**src/rtl/canRxPkg.sv**
```systemverilog
`timescale 1ns/1ps
package canRxPkg;
  parameter int unsigned NUM_MB = 16;
  parameter int unsigned ID_W   = 11;
  parameter int unsigned TS_W   = 16;
  parameter int unsigned LEN_W  = 4;
  parameter int unsigned BYTES  = 8;
  localparam int unsigned DATA_W = BYTES * 8;
  localparam int unsigned IDX_W  = $clog2(NUM_MB);

  typedef logic [3:0] codeT;
  localparam codeT CODE_OFF   = 4'b0000;
  localparam codeT CODE_EMPTY = 4'b0100;
  localparam codeT CODE_FULL  = 4'b0010;
  localparam codeT CODE_OVR   = 4'b0110;
  localparam codeT BUSY_MASK  = 4'b0001;

  typedef struct packed {
    logic [ID_W-1:0]   id;
    logic [LEN_W-1:0]  len;
    logic [DATA_W-1:0] data;
    logic [TS_W-1:0]   stamp;
  } frameT;

  // strobes from control to datapath
  typedef struct packed {
    logic             setBusy;
    logic [IDX_W-1:0] busyIdx;
    logic             commit;
    logic [IDX_W-1:0] commitIdx;
    frameT            frame;
  } stbT;
endpackage

```
**src/rtl/canRxCtrl.sv**
```systemverilog
`timescale 1ns/1ps
module canRxCtrl import canRxPkg::*; (
  input  logic                       clk,
  input  logic                       rstN,
  input  logic                       frmValid,
  input  frameT                      frmIn,
  input  logic [NUM_MB-1:0][3:0]     codeAll,
  input  logic [NUM_MB-1:0][ID_W-1:0] idAll,
  input  logic                       rdCs,
  input  logic [IDX_W-1:0]           rdIdx,
  input  logic                       tmrRd,
  output stbT                        stb,
  output logic                       lockValid,
  output logic [IDX_W-1:0]           lockIdx
);
  logic [NUM_MB-1:0] matchVec, lockMask, freeVec;
  logic              freeHit, acceptNow, stageNow, drainNow;
  logic [IDX_W-1:0]  freeIdx;
  logic              stgValid, mvValid;
  logic [IDX_W-1:0]  stgIdx, mvIdx;
  frameT             stgFrame, mvFrame;

  for (genvar i = 0; i < NUM_MB; i++) begin : g_match
    logic [3:0] baseCode;
    assign baseCode = codeAll[i] & ~BUSY_MASK;
    assign matchVec[i] = ((baseCode == CODE_EMPTY) || (baseCode == CODE_FULL) ||
                          (baseCode == CODE_OVR)) && (idAll[i] == frmIn.id);
  end

  always_comb begin
    lockMask = '0;
    if (lockValid) lockMask[lockIdx] = 1'b1;
    freeVec = matchVec & ~lockMask;
    freeHit = 1'b0;
    freeIdx = '0;
    for (int i = NUM_MB - 1; i >= 0; i--) begin
      if (freeVec[i]) begin
        freeHit = 1'b1;
        freeIdx = IDX_W'(i);
      end
    end
  end

  assign acceptNow = frmValid && freeHit;
  assign stageNow  = frmValid && !freeHit && (|matchVec);
  assign drainNow  = stgValid && !acceptNow && !(lockValid && (lockIdx == stgIdx));

  always_ff @(posedge clk or negedge rstN) begin
    if (!rstN) begin
      lockValid <= 1'b0;
      lockIdx   <= '0;
      stgValid  <= 1'b0;
      stgIdx    <= '0;
      stgFrame  <= '0;
      mvValid   <= 1'b0;
      mvIdx     <= '0;
      mvFrame   <= '0;
    end else begin
      if (rdCs) begin
        lockValid <= 1'b1;
        lockIdx   <= rdIdx;
      end else if (tmrRd) begin
        lockValid <= 1'b0;
      end
      if (stageNow) begin
        stgValid <= 1'b1;
        stgIdx   <= lockIdx;
        stgFrame <= frmIn;
      end else if (drainNow) begin
        stgValid <= 1'b0;
      end
      mvValid <= acceptNow || drainNow;
      if (acceptNow) begin
        mvIdx   <= freeIdx;
        mvFrame <= frmIn;
      end else if (drainNow) begin
        mvIdx   <= stgIdx;
        mvFrame <= stgFrame;
      end
    end
  end

  always_comb begin
    stb.setBusy   = acceptNow || drainNow;
    stb.busyIdx   = acceptNow ? freeIdx : stgIdx;
    stb.commit    = mvValid;
    stb.commitIdx = mvIdx;
    stb.frame     = mvFrame;
  end
endmodule

```
**src/rtl/canRxStore.sv**
```systemverilog
`timescale 1ns/1ps
module canRxStore import canRxPkg::*; (
  input  logic                        clk,
  input  logic                        rstN,
  input  stbT                         stb,
  input  logic                        cfgWr,
  input  logic [IDX_W-1:0]            cfgIdx,
  input  logic [3:0]                  cfgCode,
  input  logic [ID_W-1:0]             cfgId,
  input  logic [NUM_MB-1:0]           flagClr,
  input  logic [IDX_W-1:0]            rdIdx,
  output logic [NUM_MB-1:0][3:0]      codeAll,
  output logic [NUM_MB-1:0][ID_W-1:0] idAll,
  output logic [3:0]                  rdCode,
  output logic [ID_W-1:0]             rdId,
  output logic [LEN_W-1:0]            rdLen,
  output logic [DATA_W-1:0]           rdData,
  output logic [TS_W-1:0]             rdStamp,
  output logic [TS_W-1:0]             timerNow,
  output logic [NUM_MB-1:0]           irqFlag
);
  logic [NUM_MB-1:0][LEN_W-1:0]  lenAll;
  logic [NUM_MB-1:0][DATA_W-1:0] dataAll;
  logic [NUM_MB-1:0][TS_W-1:0]   stampAll;

  for (genvar i = 0; i < NUM_MB; i++) begin : g_mb
    logic [3:0] codeR;
    logic       busyR;
    logic       hitCfg, hitCommit, hitBusy;
    assign hitCfg    = cfgWr && (cfgIdx == IDX_W'(i));
    assign hitCommit = stb.commit && (stb.commitIdx == IDX_W'(i));
    assign hitBusy   = stb.setBusy && (stb.busyIdx == IDX_W'(i));

    always_ff @(posedge clk or negedge rstN) begin
      if (!rstN) begin
        codeR       <= CODE_OFF;
        busyR       <= 1'b0;
        irqFlag[i]  <= 1'b0;
        idAll[i]    <= '0;
        lenAll[i]   <= '0;
        dataAll[i]  <= '0;
        stampAll[i] <= '0;
      end else begin
        if (hitCfg) begin
          codeR    <= cfgCode;
          idAll[i] <= cfgId;
        end
        if (hitCommit) begin
          codeR       <= ((codeR == CODE_FULL) || (codeR == CODE_OVR)) ? CODE_OVR : CODE_FULL;
          idAll[i]    <= stb.frame.id;
          lenAll[i]   <= stb.frame.len;
          dataAll[i]  <= stb.frame.data;
          stampAll[i] <= stb.frame.stamp;
          busyR       <= 1'b0;
        end
        if (hitBusy) busyR <= 1'b1;
        if (hitCommit) irqFlag[i] <= 1'b1;
        else if (flagClr[i]) irqFlag[i] <= 1'b0;
      end
    end
    assign codeAll[i] = codeR | (busyR ? BUSY_MASK : CODE_OFF);
  end

  always_ff @(posedge clk or negedge rstN) begin
    if (!rstN) timerNow <= '0;
    else       timerNow <= timerNow + 1'b1;
  end

  assign rdCode  = codeAll[rdIdx];
  assign rdId    = idAll[rdIdx];
  assign rdLen   = lenAll[rdIdx];
  assign rdData  = dataAll[rdIdx];
  assign rdStamp = stampAll[rdIdx];
endmodule

```
**src/rtl/canRxMailboxHub.sv**
```systemverilog
`timescale 1ns/1ps
module canRxMailboxHub import canRxPkg::*; (
  input  logic              clk,
  input  logic              rstN,
  input  logic              frmValid,
  input  logic [ID_W-1:0]   frmId,
  input  logic [LEN_W-1:0]  frmLen,
  input  logic [DATA_W-1:0] frmData,
  input  logic [TS_W-1:0]   frmStamp,
  input  logic              cfgWr,
  input  logic [IDX_W-1:0]  cfgIdx,
  input  logic [3:0]        cfgCode,
  input  logic [ID_W-1:0]   cfgId,
  input  logic [IDX_W-1:0]  rdIdx,
  input  logic              rdCs,
  input  logic              tmrRd,
  input  logic [NUM_MB-1:0] flagClr,
  output logic [3:0]        rdCode,
  output logic [ID_W-1:0]   rdId,
  output logic [LEN_W-1:0]  rdLen,
  output logic [DATA_W-1:0] rdData,
  output logic [TS_W-1:0]   rdStamp,
  output logic [TS_W-1:0]   timerNow,
  output logic [NUM_MB-1:0] irqFlag,
  output logic              lockValid,
  output logic [IDX_W-1:0]  lockIdx
);
  frameT                       frmIn;
  stbT                         stb;
  logic [NUM_MB-1:0][3:0]      mbCodeAll;
  logic [NUM_MB-1:0][ID_W-1:0] mbIdAll;

  assign frmIn = '{id: frmId, len: frmLen, data: frmData, stamp: frmStamp};

  canRxCtrl u_ctrl (
    .clk(clk), .rstN(rstN), .frmValid(frmValid), .frmIn(frmIn),
    .codeAll(mbCodeAll), .idAll(mbIdAll), .rdCs(rdCs), .rdIdx(rdIdx),
    .tmrRd(tmrRd), .stb(stb), .lockValid(lockValid), .lockIdx(lockIdx)
  );

  canRxStore u_store (
    .clk(clk), .rstN(rstN), .stb(stb), .cfgWr(cfgWr), .cfgIdx(cfgIdx),
    .cfgCode(cfgCode), .cfgId(cfgId), .flagClr(flagClr), .rdIdx(rdIdx),
    .codeAll(mbCodeAll), .idAll(mbIdAll), .rdCode(rdCode), .rdId(rdId),
    .rdLen(rdLen), .rdData(rdData), .rdStamp(rdStamp), .timerNow(timerNow),
    .irqFlag(irqFlag)
  );
endmodule

```
**config.mk**
```make
export PLATFORM = sky130hd
export DESIGN_NAME = canRxMailboxHub
export DESIGN_NICKNAME = d
export VERILOG_FILES = /design/src/rtl/canRxPkg.sv /design/src/rtl/canRxCtrl.sv /design/src/rtl/canRxStore.sv /design/src/rtl/canRxMailboxHub.sv
export SDC_FILE = /design/constraint.sdc
export NUM_CORES = 2
export LEC_CHECK = 0
export BUFFER_PORTS_ARGS = -buffer_cell sky130_fd_sc_hd__buf_2
export CORE_AREA = 2 2 622 624
export CTS_CLUSTER_SIZE = 20
export DETAILED_ROUTE_END_ITERATION = 12
export DIE_AREA = 0 0 624 626
export PLACE_DENSITY = 0.34
export SLEW_MARGIN = 15
export SYNTH_ARGS = -nofsm -noshare
export SYNTH_HDL_FRONTEND = slang
export SYNTH_HIERARCHICAL = 1
export SYNTH_SLANG_ARGS = --single-unit
export TNS_END_PERCENT = 5
```
**constraint.sdc**
```tcl
create_clock -name clk -period 3.22 [get_ports clk]
set_clock_uncertainty 0.05 [all_clocks]
set_input_delay 0.644 -clock clk [delete_from_list [all_inputs] [get_ports clk]]
set_output_delay 0.644 -clock clk [all_outputs]
set_load 0.01 [all_outputs]
```
=== After elaboration in Yosys (flattened, before gate mapping) ===
Index checks and enable logic that the tools add are counted.

* Output and inout bits: 136
* Flip-flop bits (word level): 1837

* Bitwise operators: 18
* Magnitude comparators: 3
* Reduce and logical (&&, ||, !) cells: 178
* Muxes and demuxes: 214
* Equal/unequal tests: 142
* Add/subtract/negate cells: 1

{| class="wikitable"
|+ Operators by type and width
! cell !! count
|-
| $mux 11 || 33
|-
| $bmux 64 s4 || 1
|-
| $mux 4 || 53
|-
| $mux 95 || 2
|-
| $eq 11x11->1 || 16
|-
| $eq 4x3->1 const B || 28
|-
| $reduce_bool 2->1 || 51
|-
| $mux 1 || 101
|-
| $eq 3x2->1 const B || 32
|-
| $eq 4x4->1 const B || 24
|-
| $eq 4x2->1 const B || 22
|-
| $logic_and 1x1->1 || 71
|-
| $bmux 16 s4 || 1
|-
| $mux 64 || 1
|-
| $or 4x4->4 || 16
|-
| $logic_or 1x1->1 || 49
|-
| $eq 3x1->1 const B || 16
|-
| $mux 3 || 16
|-
| $bmux 11 s4 || 1
|-
| $bmux 4 s4 || 2
|-
| $mux 16 || 2
|-
| $add 16x1->16 const B || 1
|-
| $and 16x16->16 || 1
|-
| $not 16->16 || 1
|-
| other kinds (8) || 15
|}

=== Depth between registers and ports, before layout ===
* Depth after elaboration: 30
* Mapped depth: 15

=== Hierarchy ===
Netlist, hierarchy kept.

{| class="wikitable"
|+ Modules (own cells, without submodules)
! module !! instances !! cells each !! area an instance (um2)
|-
| canRxStore || 1 || 8033 || 75384.8
|-
| canRxCtrl || 1 || 1096 || 12664.6
|}

=== Least setup slack after synthesis ===
No wires, ideal clock.

* Kind: in2reg
* From: input port frmId[9]
* To: register u_store.g_mb[12].busyR
* Stages on the path: 14
* Arrival: 3.391 ns
* Path slack: -0.289 ns
* Path buffers: 4
* Cells stage by stage: buf_6 -> xor2_1 -> or4_1 -> nor4b_4 -> o32a_4 -> a2111oi_4 -> a31o_1 -> buf_6 -> buf_6 -> buf_6 -> nand2_1 -> nand2_1 -> nor3b_1 -> a32o_1

{| class="wikitable"
|+ RTL lines
! element !! line !! source
|-
| start: declaration || canRxMailboxHub.sv:6 || <nowiki>input logic [ID_W-1:0] frmId,</nowiki>
|-
| end signal: assignment || canRxStore.sv:37 || <nowiki>busyR <= 1'b0;</nowiki>
|-
| end signal: assignment || canRxStore.sv:54 || <nowiki>busyR <= 1'b0;</nowiki>
|-
| end signal: assignment || canRxStore.sv:56 || <nowiki>if (hitBusy) busyR <= 1'b1;</nowiki>
|-
| end: declaration || canRxStore.sv:28 || <nowiki>logic busyR;</nowiki>
|}

=== Worst setup path after layout ===
* From: register u_store.g_mb[3].codeR[1]
* To: output port rdCode[1]

* Longest elaborated chain between the ends: 3

{| class="wikitable"
|+ RTL lines
! element !! line !! source
|-
| start: declaration || canRxStore.sv:27 || <nowiki>logic [3:0] codeR;</nowiki>
|-
| start signal: assignment || canRxStore.sv:45 || <nowiki>codeR <= cfgCode;</nowiki>
|-
| start signal: assignment || canRxStore.sv:49 || <nowiki>codeR <= ((codeR == CODE_FULL) || (codeR == CODE_OVR)) ? CODE_OVR : CODE_FULL;</nowiki>
|-
| $or 4x4->4 || canRxStore.sv:61 || <nowiki>assign codeAll[i] = codeR | (busyR ? BUSY_MASK : CODE_OFF);</nowiki>
|-
| $bmux 4 s4 || canRxStore.sv:69 || <nowiki>assign rdCode = codeAll[rdIdx];</nowiki>
|-
| $mux 4 (implied by the code) || canRxStore.sv:69 ||
|-
| end: declaration || canRxMailboxHub.sv:18 || <nowiki>output logic [3:0] rdCode,</nowiki>
|}

No other way between the ends. The select of a mux whose other input is x is not followed.

==> results.toml <==
[outcome]
status = "complete, but fails checks"
failed_checks = "setup timing"

[worst_setup_path]
cp-startpoint = "u_store/g_mb[3].codeR[1]"
r2r_slack_ns = -0.02
end_kind = "primary output"
path_class = "register to primary output"
worstReg2RegEnd = "u_store/g_mb[1].busyR"
cp_max_fo = 3
r2r_cells = 13
rr_startpoint = "u_store/g_mb[9].codeR[3]"
required_ns = 2.53
arrival_ns = 2.61
cp-start-kind = "register"

[place]
dp_cells = 14220
dpl_cell_area_um2 = 98980
port_buffers = 275
gp_congestion = 0.8370
dp_hpwl_um = 230400

[grt]
grt_pass1_vias = 70370
grt_pass1_wl_um = 541300
grt_max_degree = 152
antenna_found_initial = 11
gr-usage-all-layers_pct = 18.98
overflow = 0

[sta]
max_freq_mhz = 302.6
rsz0062_at_grt = "true"
setup_violations = 16
fin_crit_ns = 3.305
period_share_pct = 102.6
hold_violations = 0
setup_ws_ns = -0.08476
slew_headroom_pct = 23.91
hold_ws_ns = 0.1198
drv_slew = 0
tightest_slew_ns = 1.141

[hold_path]
hp-start = "frmValid"
hold_path_depth = 4
hp-class = "input port to register"
hold_end = "u_ctrl/mvIdx[3]"

[power]
swShare_pct = 31.97
p_comb_share_pct = 17.6
switchingPower_mw = 22.38
pwr-share-seq_pct = 45.2
clockPowerShare_pct = 37.2
intPower_mw = 47.62
powerDensity_nw_per_um2 = 646.0
ir_drop_mv = 0.4536
power.leakage_nw = 53.38

[synthesis]
ys_warn_count = 6
synth_area_per_cell_um2 = 9.649
syn-instance-count = 9121
syn_nets = 9262
synthesis.area_um2 = 88000

[cts]
numCtsBuffers = 224
h-tree-depth = 4
cts_buffer_depth = 4
root_buffer = "clkbuf_16"
cts_sinks = 1837
cts.clk_slew.worst_paths_ns = 0.06
cts_tree = "built"
clk_latency_ns = 0.95

[floorplanning]
initial_core_util_pct = 22.90
io_pins = 276
dieArea_um2 = 390600
chipWidth_um = 624
coreArea_um2 = 384300
die_h_um = 626
rows = 228

[drt]
vias_per_cell = 4.654
wl_per_cell_um = 25.52
firstDrtPassIters = 6
vias = 68610
wirelength_um = 376300
drtIter0Drc = 5656
drc = 0
detail-route-antenna-nets = 0

[cells_and_area]
finish.utilization_pct = 28.20
final_cells = 14740
fin_nets = 9639
area_growth_pct = 23.14
stdcell_area_um2 = 108400
drive_above_1_share_pct = 20.97

[flow_run]
cap_violations = 0
power groups by stage:
stage               Sequential, mW  Combinational (mW)  Clock, mW
floorplan                     28.4                9.08          0
global route                  32.2                13.5       27.8
finish                        31.7                12.3       26.0
global placement              32.1                11.8          0
detailed placement            32.1                12.0          0
CTS                           31.7                12.4       26.9
routing by layer:
metal  global-route usage (%)  vias up  part of all wire (%)
li1                         -    30530                     -
met5                        0        -                     0
met3                    2.304      403                   4.6
met1                    26.42    35760                    46
met4                    4.233        0                   2.2
met2                    31.41     1918                    47
layout by cell type, fill, tap and decap left out, types with 63 or more instances in the layout:
cell type and instances:
a21oi_1 117, a22oi_1 136, a22oi_2 63, buf_12 186, buf_2 267, buf_4 395, clkbuf_16 229, dfrtp_1 1813
dlygate4sd3_1 105, mux2_4 99, mux2i_1 306, mux4_2 394, nand2_1 4346, nor2_1 113, o21ai_0 215, xnor2_1 98
xor2_1 89
worst max-delay path, cell delays in order, from the launching register on:
cell and delay, ns:
dfrtp_1 0.37, buf_4 0.15, mux4_2 0.50, a22oi_1 0.36
nand2_1 0.17, buf_2 0.18
metrics by stage:
stage          setup TNS, ns  power, mW  setup WS [ns]
6_report             -0.3349      70.00       -0.08476
5_1_grt               -5.107      73.50        -0.1699
4_1_cts               -2.351      71.05        -0.1663
3_5_place_dp         -117.00      44.10        -0.9252
3_3_place_gp         -118.80      43.93        -0.9080
2_1_floorplan        -0.3137      37.45       -0.06139
what timing repair did:
item                                    4_1_cts  5_1_grt
endpoints found under the setup margin      187      201
buffers inserted                              5        2
hold buffers                                105        0
resized for setup                           150       57
pin swaps                                    34       25
hold endpoints to repair                    524        0
cloned                                        0        3
area by class of cell:
class,instances,area (um2)
timing repair buffer,974,9443
sequential,1837,46000
tap,5060,6331
inverter,24,93.84
fill,39770,275900
multi-input combinational,6437,39070
clock buffer,337,6663
clock inverter,66,744.5
antenna,7,17.52
registers in the layout, indices dropped and copies added (netlist names), 16 cells and up:
signal	flops
u_store/timerNow	16
u_store/dataAll	1024
u_store/g_mb.codeR	64
u_store/stampAll	256
u_store/idAll	176
u_store/g_mb.busyR	16
u_store/irqFlag	16
u_ctrl/stgFrame	95
u_ctrl/stb	95
u_store/lenAll	64
worst max-delay path by stage:
stage / endpoint / depth (start not counted)
after CTS: rdCode[0] / 5
after detailed placement: u_store/g_mb[3].busyR / 15
after global routing: rdCode[0] / 5
after global placement: u_store/g_mb[3].busyR / 15
after floorplan: u_store/g_mb[8].busyR / 14
final: rdCode[1] / 5
Note: power is estimated with default switching activity, not from simulation.
